File: src/rtl/txdma_pkg.sv
`timescale 1ns/1ps
package txdma_pkg;
    localparam int unsigned DESC_BYTES = 8;
    localparam int unsigned FLAG_EOP   = 0;
    localparam int unsigned FLAG_IRQ   = 1;
    localparam int unsigned FLAG_DONE  = 15;

    typedef struct packed {
        logic       eof;
        logic [7:0] data;
    } tx_byte_t;

    typedef enum logic [2:0] {
        S_IDLE, S_DADDR, S_DLEN, S_DATA_RD, S_PUSH, S_WAIT_TX, S_WB
    } ctrl_state_e;

    function automatic logic [31:0] slot_addr(logic [31:0] base, logic [31:0] idx,
                                              logic [31:0] off);
        return base + idx * DESC_BYTES + off;
    endfunction
endpackage

File: src/rtl/txdma_fifo.sv
`timescale 1ns/1ps
module txdma_fifo
    import txdma_pkg::*;
#(
    parameter int DEPTH = 32,
    localparam int AW = $clog2(DEPTH)
) (
    input  logic       clk,
    input  logic       rst,
    input  logic       push,
    input  tx_byte_t   push_data,
    input  logic       pop,
    output tx_byte_t   head,
    output logic       empty,
    output logic [AW:0] free
);
    tx_byte_t        store [DEPTH];
    logic [AW-1:0]   wptr, rptr;
    logic [AW:0]     count;

    always_ff @(posedge clk) begin
        if (rst) begin
            wptr  <= '0;
            rptr  <= '0;
            count <= '0;
        end else begin
            if (push) wptr <= wptr + 1'b1;
            if (pop)  rptr <= rptr + 1'b1;
            count <= count + (AW+1)'(push) - (AW+1)'(pop);
        end
    end

    always_ff @(posedge clk) begin
        if (push) store[wptr] <= push_data;
    end

    assign head  = store[rptr];
    assign empty = (count == '0);
    assign free  = (AW+1)'(DEPTH) - count;

    // a push never lands on a full buffer
    assert_no_overflow_R7: assert property (@(posedge clk) disable iff (rst)
        push |-> (free != '0));
    // the stream side never drains an empty buffer
    assert_no_underflow_R6: assert property (@(posedge clk) disable iff (rst)
        pop |-> !empty);
endmodule

File: src/rtl/txdma_txout.sv
`timescale 1ns/1ps
module txdma_txout
    import txdma_pkg::*;
(
    input  logic     clk,
    input  logic     rst,
    input  logic     fifo_empty,
    input  tx_byte_t fifo_head,
    input  logic     push_eof,
    output logic     pop,
    output logic     frame_sent,
    output logic     tx_valid,
    output logic [7:0] tx_data,
    output logic     tx_sof,
    output logic     tx_eof,
    input  logic     tx_ready
);
    logic frame_ready;
    logic at_start;

    assign tx_valid   = frame_ready && !fifo_empty;
    assign tx_data    = fifo_head.data;
    assign tx_eof     = fifo_head.eof;
    assign tx_sof     = at_start;
    assign pop        = tx_valid && tx_ready;
    assign frame_sent = pop && fifo_head.eof;

    always_ff @(posedge clk) begin
        if (rst) begin
            frame_ready <= 1'b0;
            at_start    <= 1'b1;
        end else begin
            if (push_eof)        frame_ready <= 1'b1;
            else if (frame_sent) frame_ready <= 1'b0;
            if (pop)             at_start <= fifo_head.eof;
        end
    end

    // an offered byte stays put until the sink takes it
    assert_tx_hold_R6: assert property (@(posedge clk) disable iff (rst)
        (tx_valid && !tx_ready) |=> (tx_valid && $stable(tx_data) && $stable(tx_eof)
                                     && $stable(tx_sof)));
endmodule

File: src/rtl/txdma_ctrl.sv
`timescale 1ns/1ps
module txdma_ctrl
    import txdma_pkg::*;
#(
    parameter int          RING_ENTRIES = 16,
    parameter logic [31:0] RING_BASE    = 32'h0000_0100,
    parameter int          FREE_W       = 6,
    localparam int         IDX_W        = $clog2(RING_ENTRIES)
) (
    input  logic              clk,
    input  logic              rst,
    input  logic [IDX_W-1:0]  head,
    output logic [IDX_W-1:0]  tail,
    output logic              rd_req,
    output logic [31:0]       rd_addr,
    input  logic              rd_valid,
    input  logic [31:0]       rd_data,
    output logic              wr_req,
    output logic [31:0]       wr_addr,
    output logic [15:0]       wr_data,
    input  logic              wr_ack,
    input  logic [FREE_W-1:0] fifo_free,
    output logic              push,
    output tx_byte_t          push_data,
    input  logic              frame_sent,
    output logic              irq_pulse
);
    ctrl_state_e      state;
    logic [IDX_W-1:0] pkt_first, wb_idx;
    logic [31:0]      buf_addr, word;
    logic [15:0]      rem, beat_need;
    logic [1:0]       bi;
    logic             cur_eop, cur_irq;
    logic [15:0]      flag_mem [RING_ENTRIES];

    assign beat_need = (rem >= 16'd4) ? 16'd4 : rem;

    always_comb begin
        rd_req  = 1'b0;
        rd_addr = buf_addr;
        unique case (state)
            S_DADDR:   begin rd_req = 1'b1; rd_addr = slot_addr(RING_BASE, 32'(tail), 32'd0); end
            S_DLEN:    begin rd_req = 1'b1; rd_addr = slot_addr(RING_BASE, 32'(tail), 32'd4); end
            S_DATA_RD: rd_req = (16'(fifo_free) >= beat_need);
            default:   ;
        endcase
    end

    assign wr_req    = (state == S_WB);
    assign wr_addr   = slot_addr(RING_BASE, 32'(wb_idx), 32'd6);
    assign wr_data   = flag_mem[wb_idx] | (16'd1 << FLAG_DONE);
    assign push      = (state == S_PUSH);
    assign push_data = '{eof: cur_eop && (rem == 16'd1), data: word[{bi, 3'b000} +: 8]};

    always_ff @(posedge clk) begin
        if (state == S_DLEN && rd_valid) flag_mem[tail] <= rd_data[31:16];
    end

    always_ff @(posedge clk) begin
        if (rst) begin
            state     <= S_IDLE;
            tail      <= '0;
            pkt_first <= '0;
            wb_idx    <= '0;
            buf_addr  <= '0;
            word      <= '0;
            rem       <= '0;
            bi        <= '0;
            cur_eop   <= 1'b0;
            cur_irq   <= 1'b0;
            irq_pulse <= 1'b0;
        end else begin
            irq_pulse <= 1'b0;
            unique case (state)
                S_IDLE: if (tail != head) state <= S_DADDR;
                S_DADDR: if (rd_valid) begin
                    buf_addr <= {rd_data[31:2], 2'b00};
                    state    <= S_DLEN;
                end
                S_DLEN: if (rd_valid) begin
                    rem     <= rd_data[15:0];
                    cur_eop <= rd_data[16 + FLAG_EOP];
                    cur_irq <= rd_data[16 + FLAG_IRQ];
                    if (rd_data[15:0] == 16'd0) begin
                        tail  <= tail + 1'b1;
                        state <= rd_data[16 + FLAG_EOP] ? S_WAIT_TX : S_IDLE;
                    end else begin
                        state <= S_DATA_RD;
                    end
                end
                S_DATA_RD: if (rd_valid) begin
                    word     <= rd_data;
                    buf_addr <= buf_addr + 32'd4;
                    bi       <= '0;
                    state    <= S_PUSH;
                end
                S_PUSH: begin
                    rem <= rem - 16'd1;
                    bi  <= bi + 2'd1;
                    if (rem == 16'd1) begin
                        tail  <= tail + 1'b1;
                        state <= cur_eop ? S_WAIT_TX : S_IDLE;
                    end else if (bi == 2'd3) begin
                        state <= S_DATA_RD;
                    end
                end
                S_WAIT_TX: if (frame_sent) begin
                    wb_idx <= pkt_first;
                    state  <= S_WB;
                end
                S_WB: if (wr_ack) begin
                    if (wb_idx + 1'b1 == tail) begin
                        pkt_first <= tail;
                        irq_pulse <= cur_irq;
                        state     <= S_IDLE;
                    end else begin
                        wb_idx <= wb_idx + 1'b1;
                    end
                end
                default: state <= S_IDLE;
            endcase
        end
    end

    // a pending read keeps its address until data returns
    assert_rd_hold_R3: assert property (@(posedge clk) disable iff (rst)
        (rd_req && !rd_valid) |=> (rd_req && $stable(rd_addr)));
    // a pending write-back keeps address and data until acknowledged
    assert_wr_hold_R8: assert property (@(posedge clk) disable iff (rst)
        (wr_req && !wr_ack) |=> (wr_req && $stable(wr_addr) && $stable(wr_data)));
    // an empty ring produces no memory traffic
    assert_idle_quiet_R2: assert property (@(posedge clk) disable iff (rst)
        (state == S_IDLE && tail == head) |=> !rd_req);
    // reads and write-backs never overlap
    assert_rd_wr_excl_R8: assert property (@(posedge clk) disable iff (rst)
        !(rd_req && wr_req));
endmodule

File: src/rtl/txdma_engine.sv
`timescale 1ns/1ps
module txdma_engine
    import txdma_pkg::*;
#(
    parameter int          RING_ENTRIES = 16,
    parameter int          FIFO_DEPTH   = 32,
    parameter logic [31:0] RING_BASE    = 32'h0000_0100,
    localparam int         IDX_W        = $clog2(RING_ENTRIES),
    localparam int         FAW          = $clog2(FIFO_DEPTH)
) (
    input  logic             clk,
    input  logic             rst,
    input  logic             db_wr,
    input  logic [IDX_W-1:0] db_idx,
    input  logic             sts_wr,
    input  logic             sts_wdata,
    output logic             mem_rd_req,
    output logic [31:0]      mem_rd_addr,
    input  logic             mem_rd_valid,
    input  logic [31:0]      mem_rd_data,
    output logic             mem_wr_req,
    output logic [31:0]      mem_wr_addr,
    output logic [15:0]      mem_wr_data,
    input  logic             mem_wr_ack,
    output logic             tx_valid,
    output logic [7:0]       tx_data,
    output logic             tx_sof,
    output logic             tx_eof,
    input  logic             tx_ready,
    output logic             irq_pulse,
    output logic             irq_status,
    output logic [IDX_W-1:0] ring_tail
);
    logic [IDX_W-1:0] head;
    logic             push, pop, fifo_empty, frame_sent;
    tx_byte_t         push_data, fifo_head;
    logic [FAW:0]     fifo_free;

    always_ff @(posedge clk) begin
        if (rst) begin
            head       <= '0;
            irq_status <= 1'b0;
        end else begin
            if (db_wr) head <= db_idx;
            if (irq_pulse)                irq_status <= 1'b1;
            else if (sts_wr && sts_wdata) irq_status <= 1'b0;
        end
    end

    txdma_ctrl #(
        .RING_ENTRIES(RING_ENTRIES), .RING_BASE(RING_BASE), .FREE_W(FAW + 1)
    ) u_ctrl (
        .clk, .rst, .head, .tail(ring_tail),
        .rd_req(mem_rd_req), .rd_addr(mem_rd_addr), .rd_valid(mem_rd_valid),
        .rd_data(mem_rd_data), .wr_req(mem_wr_req), .wr_addr(mem_wr_addr),
        .wr_data(mem_wr_data), .wr_ack(mem_wr_ack), .fifo_free, .push, .push_data,
        .frame_sent, .irq_pulse
    );

    txdma_fifo #(.DEPTH(FIFO_DEPTH)) u_fifo (
        .clk, .rst, .push, .push_data, .pop, .head(fifo_head), .empty(fifo_empty),
        .free(fifo_free)
    );

    txdma_txout u_txout (
        .clk, .rst, .fifo_empty, .fifo_head, .push_eof(push && push_data.eof), .pop,
        .frame_sent, .tx_valid, .tx_data, .tx_sof, .tx_eof, .tx_ready
    );

    // interrupt is a single-cycle pulse and it is latched
    assert_irq_pulse_R9: assert property (@(posedge clk) disable iff (rst)
        irq_pulse |=> (!irq_pulse && irq_status));
    // a write of 1 clears status when no new interrupt competes
    assert_irq_clear_R9: assert property (@(posedge clk) disable iff (rst)
        (sts_wr && sts_wdata && !irq_pulse) |=> !irq_status);
endmodule

File: config.mk
export PLATFORM = sky130hd
export DESIGN_NAME = txdma_engine
export DESIGN_NICKNAME = d
export VERILOG_FILES = /design/src/rtl/txdma_pkg.sv /design/src/rtl/txdma_fifo.sv /design/src/rtl/txdma_txout.sv /design/src/rtl/txdma_ctrl.sv /design/src/rtl/txdma_engine.sv
export SDC_FILE = /design/constraint.sdc
export NUM_CORES = 1
export LEC_CHECK = 0
export BUFFER_PORTS_ARGS = -buffer_cell sky130_fd_sc_hd__clkbuf_2
export CORE_MARGIN = 1
export CORE_UTILIZATION = 61
export DETAILED_ROUTE_END_ITERATION = 8
export PLACE_DENSITY_LB_ADDON = 0.1
export RECOVER_POWER = 25
export SLEW_MARGIN = 20
export SYNTH_ARGS = -nofsm -noshare
export SYNTH_HDL_FRONTEND = slang
export SYNTH_SLANG_ARGS = --single-unit
File: constraint.sdc
create_clock -name clk -period 3.6 [get_ports clk]
set_input_delay 0.54 -clock clk [delete_from_list [all_inputs] [get_ports clk]]
set_output_delay 0.54 -clock clk [all_outputs]
set_load 0.005 [all_outputs]
==> summary.md, run 1 <==
| Metric | Value |
|---|---|
| Status | finished with violations |
| Failing checks | capacitance limit, slew limit, setup timing |
| Yosys top cell area share | 58.2% |
| Rows | 77 |
| CTS tree | built |
| Setup violations, final | 1 |
| Actual slew at the worst max-slew pin | 2360 ps |
| Worst Skew | 16.1 ps |
| Flop-to-flop setup slack | 630 ps |
| Final Hold Violating Endpoints | 0 |
| Detail Placement HPWL | 37,100 um |
| Syn-to-layout area delta | 13.1% |
| Nets | 1,943 |
| NetSw | 0.00456 W |
| Critical setup path kind | reg2out |
| Largest net degree at the start of global routing | 49 |
| Hold_buf cts | 0 |
| Count of pins over their slew limit | 49 |
| Largest buffer count on any clock path | 3 |
| Die area | 0.0455 mm^2 |
| WL/cell | 24.6 um |
| Dpl ws | 67.0 ps |
| Max-cap violations | 1 |
| Critical-path maximum fanout | 2 |
| Placed Instance Area | 0.0288 mm^2 |
| TritonCTS Sinks | 658 |
| Logic pwr share | 14.9% |
| Ys flop type | edfxtp_1 |
| GRT overflow | 0 |
| Final cell count without fillers | 2,508 |
| Antenna violations before repair | 1 |
| DR pass1 iterations | 5 |
| Placed cells | 2,389 |
| Period minus WS final | 3890 ps |
| # diodes | 0 |
| CTS buffer count | 66 |
| Arr. time, crit path | 3350 ps |
| Clock Tree Root | clkbuf_16 |
| CP max-delay cell | or4_4 |
| Power Density | 579 mW/mm^2 |
| Final WL | 61,700 um |
| Die width | 213 um |
| Critical path's largest stage delay | 550 ps |
| Cell taking the most area after synthesis | edfxtp_1 |
| CP startpoint kind | flip-flop |
| Fraction of registers with async set/reset | 0% |
| Setup ws final | -291 ps |
| CP cell instances | or4_4 > nor4_4 > and3_4 > and2_4 > ha_4 > nand2b_4 > a21o_1 > a21o_1 > a21o_1 > a21o_1 > a21oi_2 > o22ai_1 > clkbuf_2 |
| Most frequent cells in the layout | edfxtp_1 (528), mux4_2 (167), nand2_1 (133) |
| Worst setup EP type | output pin |
| Cell mode on critical path | a21o_1 |
| Unrepaired setup endpoints after global routing | true |
| P_int | 0.0133 W |
| Synthesized area per cell | 16.0 um^2 |
| Cell Area, Synth | 0.0272 mm^2 |
| Hold Path Class | in2reg |
| Leak pwr | 9.77 nW |
| Post-route ant nets | 0 |
| CP required | 3060 ps |
| Synth warn | 0 |
| Final Cycle Share | 108% |
| Cells after Synth | 1,697 |
| # DRC | 0 |
| Initial Util | 61.7% |
| Clock network fraction of total power | 36.1% |
| Drt initial violations | 1,565 |
| Maximum vdd drop | 593 uV |
| Core area | 0.0441 mm^2 |
| Global router's overall resource usage | 27.9% |
| Commonest non-fill, non-tap cell in the layout | edfxtp_1 |
| Via-per-instance ratio | 6.26 |
| EDFF count, synth | 528 |
| Hold slack | 204 ps |
| H-tree levels | 3 |
| Top Ports | 143 |
| Die Height | 213 um |
| Routability cong. | 0.878 |
| Final design utilization | 69.8% |
| IO Port Bufs | 111 |
| Seq pwr share | 49.0% |
| Unique masters post-synth | 65 |
| Fraction of layout cells with a size suffix above 1 | 24.6% |
| Fmax | 257 MHz |
| Via count | 15,706 |
| Insertion delay to the later sink of the worst-skew pair | 580 ps |
| Count of state elements after synthesis | 658 |
| Number of global-route vias before repair | 15,341 |
| Layout Cell Area excl Fill | 0.0308 mm^2 |
| Slew headroom | -57.2% |
| First-pass GRT wire length | 92,000 um |
| Top cells by area, synth | edfxtp_1 (58%), mux4_2 (14%), dfxtp_1 (9.6%) |
| Switching part of the total | 25.6% |
| Clock transition at path regs | 60 ps |
| Post-synthesis sequential area ratio | 67.8% |
[cell usage after synthesis, types with 3 or more instances]
| library cell | n |
|---|---|
| xnor2_1 | 17 |
| and3_1 | 18 |
| nor2b_1 | 26 |
| and4_1 | 3 |
| nand2_1 | 134 |
| nor2_1 | 118 |
| a211oi_1 | 22 |
| nor3_1 | 17 |
| a21oi_1 | 92 |
| o21ai_0 | 34 |
| xor2_1 | 8 |
| and2_1 | 8 |
| nand3_1 | 32 |
| o22ai_1 | 17 |
| ha_1 | 32 |
| or3_1 | 3 |
| mux2_2 | 12 |
| mux2i_1 | 25 |
| dfxtp_1 | 130 |
| a21o_1 | 4 |
| mux4_2 | 167 |
| buf_4 | 32 |
| a31oi_1 | 8 |
| buf_2 | 7 |
| buf_1 | 13 |
| o211ai_1 | 5 |
| o32ai_1 | 6 |
| a221oi_1 | 4 |
| nand4_1 | 11 |
| inv_1 | 34 |
| clkbuf_1 | 74 |
| edfxtp_1 | 528 |
| nor4_1 | 11 |
| nand3b_1 | 3 |
[state kept, by name (all words and copies together) (netlist names), 5 cells and up, named ones only]
register,count
u_fifo.count,6
u_ctrl.rem,16
u_ctrl.word,32
u_fifo.store,288
u_fifo.wptr,5
u_ctrl.flag_mem,240
u_ctrl.buf_addr,30
u_fifo.rptr,5
[through the flow]
step                total power, W  setup TNS [ps]
global placement            0.0113               0
floorplan                   0.0105               0
finish                      0.0178            -291
CTS                         0.0179            -379
global route                0.0185            -424
detailed placement          0.0114               0
[routing by layer]
layer	up-vias	routed length, um	part of all wire, %	GRT usage, %
met4	0	1930	3.1	10.4
met2	733	28800	47	42.4
li1	6882	-	-	-
met3	123	4700	7.6	4.43
met1	7968	26200	42	41.3
met5	-	0	0	0
[power by group through the flow]
stage	combinational [W]	sequential, W	clock, W
6_report	0.00266	0.00874	0.00643
4_1_cts	0.00264	0.00873	0.00652
3_3_place_gp	0.00244	0.00887	0
5_1_grt	0.00293	0.00877	0.00682
3_5_place_dp	0.00249	0.00888	0
2_1_floorplan	0.00177	0.00875	0
[critical path, delay by kind of cell, from the launching register on]
family | cells | cell delay, ps
and+or+nand+nor | 5 | 1250
AOI/OAI and AO/OA | 6 | 880
DFF | 1 | 310
adders and majority gates | 1 | 180
buffers and inverters | 1 | 150
[kinds of logic after synthesis]
family / share of synthesized area (%)
AO/OA/AOI/OAI: 4.89
flip-flops: 67.8
XOR/XNOR: 0.974
adder cells (fa/ha/maj): 1.54
multiplexers: 15.2
buffers and inverters: 2.81
other: 0.0276
AND/OR/NAND/NOR: 6.72
[timing repair]
| item | in CTS | in global routing |
|---|---|---|
| buffers inserted | 1 | 0 |
| pin swaps | 9 | 2 |
| setup endpoints to repair | 1 | 1 |
| resized for setup | 11 | 0 |
[path summary, 6_finish.rpt]
check,end,cells after the start,start
worst max register to register,u_ctrl.state[1],8,u_ctrl.tail[2]
worst min register to register,u_ctrl.word[17],2,u_ctrl.word[17]
worst min-delay path,head[1],3,db_idx[1]
worst max-delay path,mem_rd_req,13,u_ctrl.rem[7]
[cell type report]
cell class	instances	area [um^2]
sequential	658	18500
tap	592	741
multi-input combinational	908	8210
clock buffer	90	1820
inverter	35	131
clock inverter	28	195
fill	2951	13300
timing repair buffer	197	1230
Power figures use the tool's default switching activity.
==> inputs of run 2 (changes only) <==
CORE_ASPECT_RATIO = 0.9   (was unset)
==> run 2 against run 1 <==
Against the previous run: the run still ends with capacitance limit, slew limit, setup timing left; routed wire length increased by 1.7%; combinational power decreased by 3%; register-to-register slack got worse by 30 ps; maximum frequency decreased by 0.40%; setup slack got worse by 16 ps; sequential power about the same; sequential cell count unchanged; sequential share of layout area increased by 0.10 points; cell count decreased by 0.12%; design area decreased by 0.17%; first-iteration DRC count increased by 9.5%; highest routed layer unchanged.
==> summary.md, run 2 (synthesized netlist as in run 1, its figures left out) <==
| Metric | Value |
|---|---|
| Global router's overall resource usage | 28.3% |
| Most frequent cells in the layout | edfxtp_1 (528), mux4_2 (167), nand2_1 (134) |
| Number of global-route vias before repair | 15,188 |
| Rows | 73 |
| Final cell count without fillers | 2,505 |
| Largest buffer count on any clock path | 3 |
| Failing checks | capacitance limit, slew limit, setup timing |
| Drt initial violations | 1,714 |
| Setup violations, final | 1 |
| Final Cycle Share | 109% |
| Hold slack | 207 ps |
| Slew headroom | -53.9% |
| GRT overflow | 0 |
| Max-cap violations | 3 |
| Status | finished with violations |
| Fmax | 256 MHz |
| Placed cells | 2,386 |
| Fillers | 2,917 |
| DR pass1 iterations | 7 |
| Commonest non-fill, non-tap cell in the layout | edfxtp_1 |
| IO Port Bufs | 111 |
| Hold_buf cts | 0 |
| Post-route ant nets | 0 |
| CP required | 3060 ps |
| Critical-path maximum fanout | 2 |
| Final Hold Violating Endpoints | 0 |
| Critical setup path kind | reg2out |
| Biggest register | u_fifo.store |
| Actual slew at the worst max-slew pin | 2310 ps |
| H-tree levels | 3 |
| Worst Skew | 24.4 ps |
| Nets | 1,934 |
| TritonCTS Sinks | 658 |
| Routability cong. | 0.874 |
| Largest net degree at the start of global routing | 69 |
| Unrepaired setup endpoints after global routing | true |
| CTS tree | built |
| CP startpoint kind | flip-flop |
| Die width | 225 um |
| Flop-to-flop setup slack | 600 ps |
| Power Density | 581 mW/mm^2 |
| Hold Path Class | in2reg |
| Top flop regs | u_fifo.store (288), u_ctrl.flag_mem (240), u_ctrl.word (32) |
| Leak pwr | 9.72 nW |
| Insertion delay to the later sink of the worst-skew pair | 580 ps |
| Period minus WS final | 3910 ps |
| Antenna violations before repair | 2 |
| Clock transition at path regs | 50 ps |
| Setup ws final | -307 ps |
| Arr. time, crit path | 3370 ps |
| Fraction of layout cells with a size suffix above 1 | 23.8% |
| Worst setup EP type | output pin |
| Pwr Total | 0.0179 W |
| Initial Util | 61.7% |
| Core area | 0.0441 mm^2 |
| Via count | 15,745 |
| First-pass GRT wire length | 94,600 um |
| # diodes | 0 |
| Max reg flops | 288 |
| Count of pins over their slew limit | 155 |
| CTS buffer count | 67 |
| Top Ports | 143 |
| Syn-to-layout area delta | 12.9% |
| WL/cell | 25.0 um |
| Detail Placement HPWL | 38,000 um |
| Maximum vdd drop | 433 uV |
| Via-per-instance ratio | 6.29 |
| Die area | 0.0455 mm^2 |
| Clock Tree Root | clkbuf_16 |
| Die Height | 202 um |
| # DRC | 0 |
| Final WL | 62,700 um |
## run 2: cell types whose count changed in the layout (fill, tap and decap cells not counted), moves of 2 or more
cell      previous run  this run
buf_12               5         7
buf_4               76        64
ha_1                30        32
inv_6                2         4
clkinv_2             8         4
clkinv_1            12        15
ha_4                 2         0
## run 2: cell type report
class | count | area [um^2] | share of cell area [%]
inverters | 35 | 131 | 0.427
flip-flops and latches | 658 | 18500 | 60.1
multi-input cells | 908 | 8180 | 26.6
repair buffers | 187 | 1170 | 3.82
clock buffers | 89 | 1820 | 5.93
clock inverters | 28 | 220 | 0.716
well taps | 600 | 751 | 2.44
## run 2: power by group
group	internal, W	switching (W)
logic	0.00108	0.00151
registers	0.00845	0.000302
clock network	0.00377	0.00277
## run 2: repair_timing
item,in CTS,in global routing
pin swaps,9,1
setup buffers,2,0
gates resized for setup,4,1
endpoints found under the setup margin,2,1
## run 2: through the flow
| stage | utilization (%) | setup WS (ps) | TNS (ps) | instance area, um^2 |
|---|---|---|---|---|
| finish | 69.7 | -307 | -307 | 30700 |
| global placement | 65.0 | 118 | 0 | 28700 |
| floorplan | - | 326 | 0 | 27300 |
| CTS | 69.8 | -378 | -378 | 30800 |
| global route | 69.7 | -458 | -480 | 30700 |
| detailed placement | 65.0 | 72.3 | 0 | 28700 |
## run 2: worst paths after layout
kind	from	endpoint	cells past startpoint
setup / recovery	u_ctrl.rem[6]	mem_rd_req	13
hold / removal	db_idx[2]	head[2]	3
setup reg to reg	flip-flop	flip-flop	8
hold reg to reg	u_ctrl.cur_irq	u_ctrl.cur_irq	2
## run 2: critical path: stages, from the launching register on
cell and delay (ps):
dfxtp_2 320, or4_4 560, nor4_4 190, and3_4 230, and2_1 120, ha_1 220, nand2b_1 140, a21o_1 150
a21o_1 150, a21o_1 150, a21o_1 160, a21oi_2 170, o22ai_1 90, clkbuf_2 150
## run 2: metal layers
metal  vias to the layer above  part of all wire [%]  global-route usage [%]
li1                       6847                     -                       -
met4                         0                   2.3                    8.19
met3                       104                   8.6                    4.27
met5                         -                     0                       0
met2                       757                    46                    42.3
met1                      8037                    43                    43.7
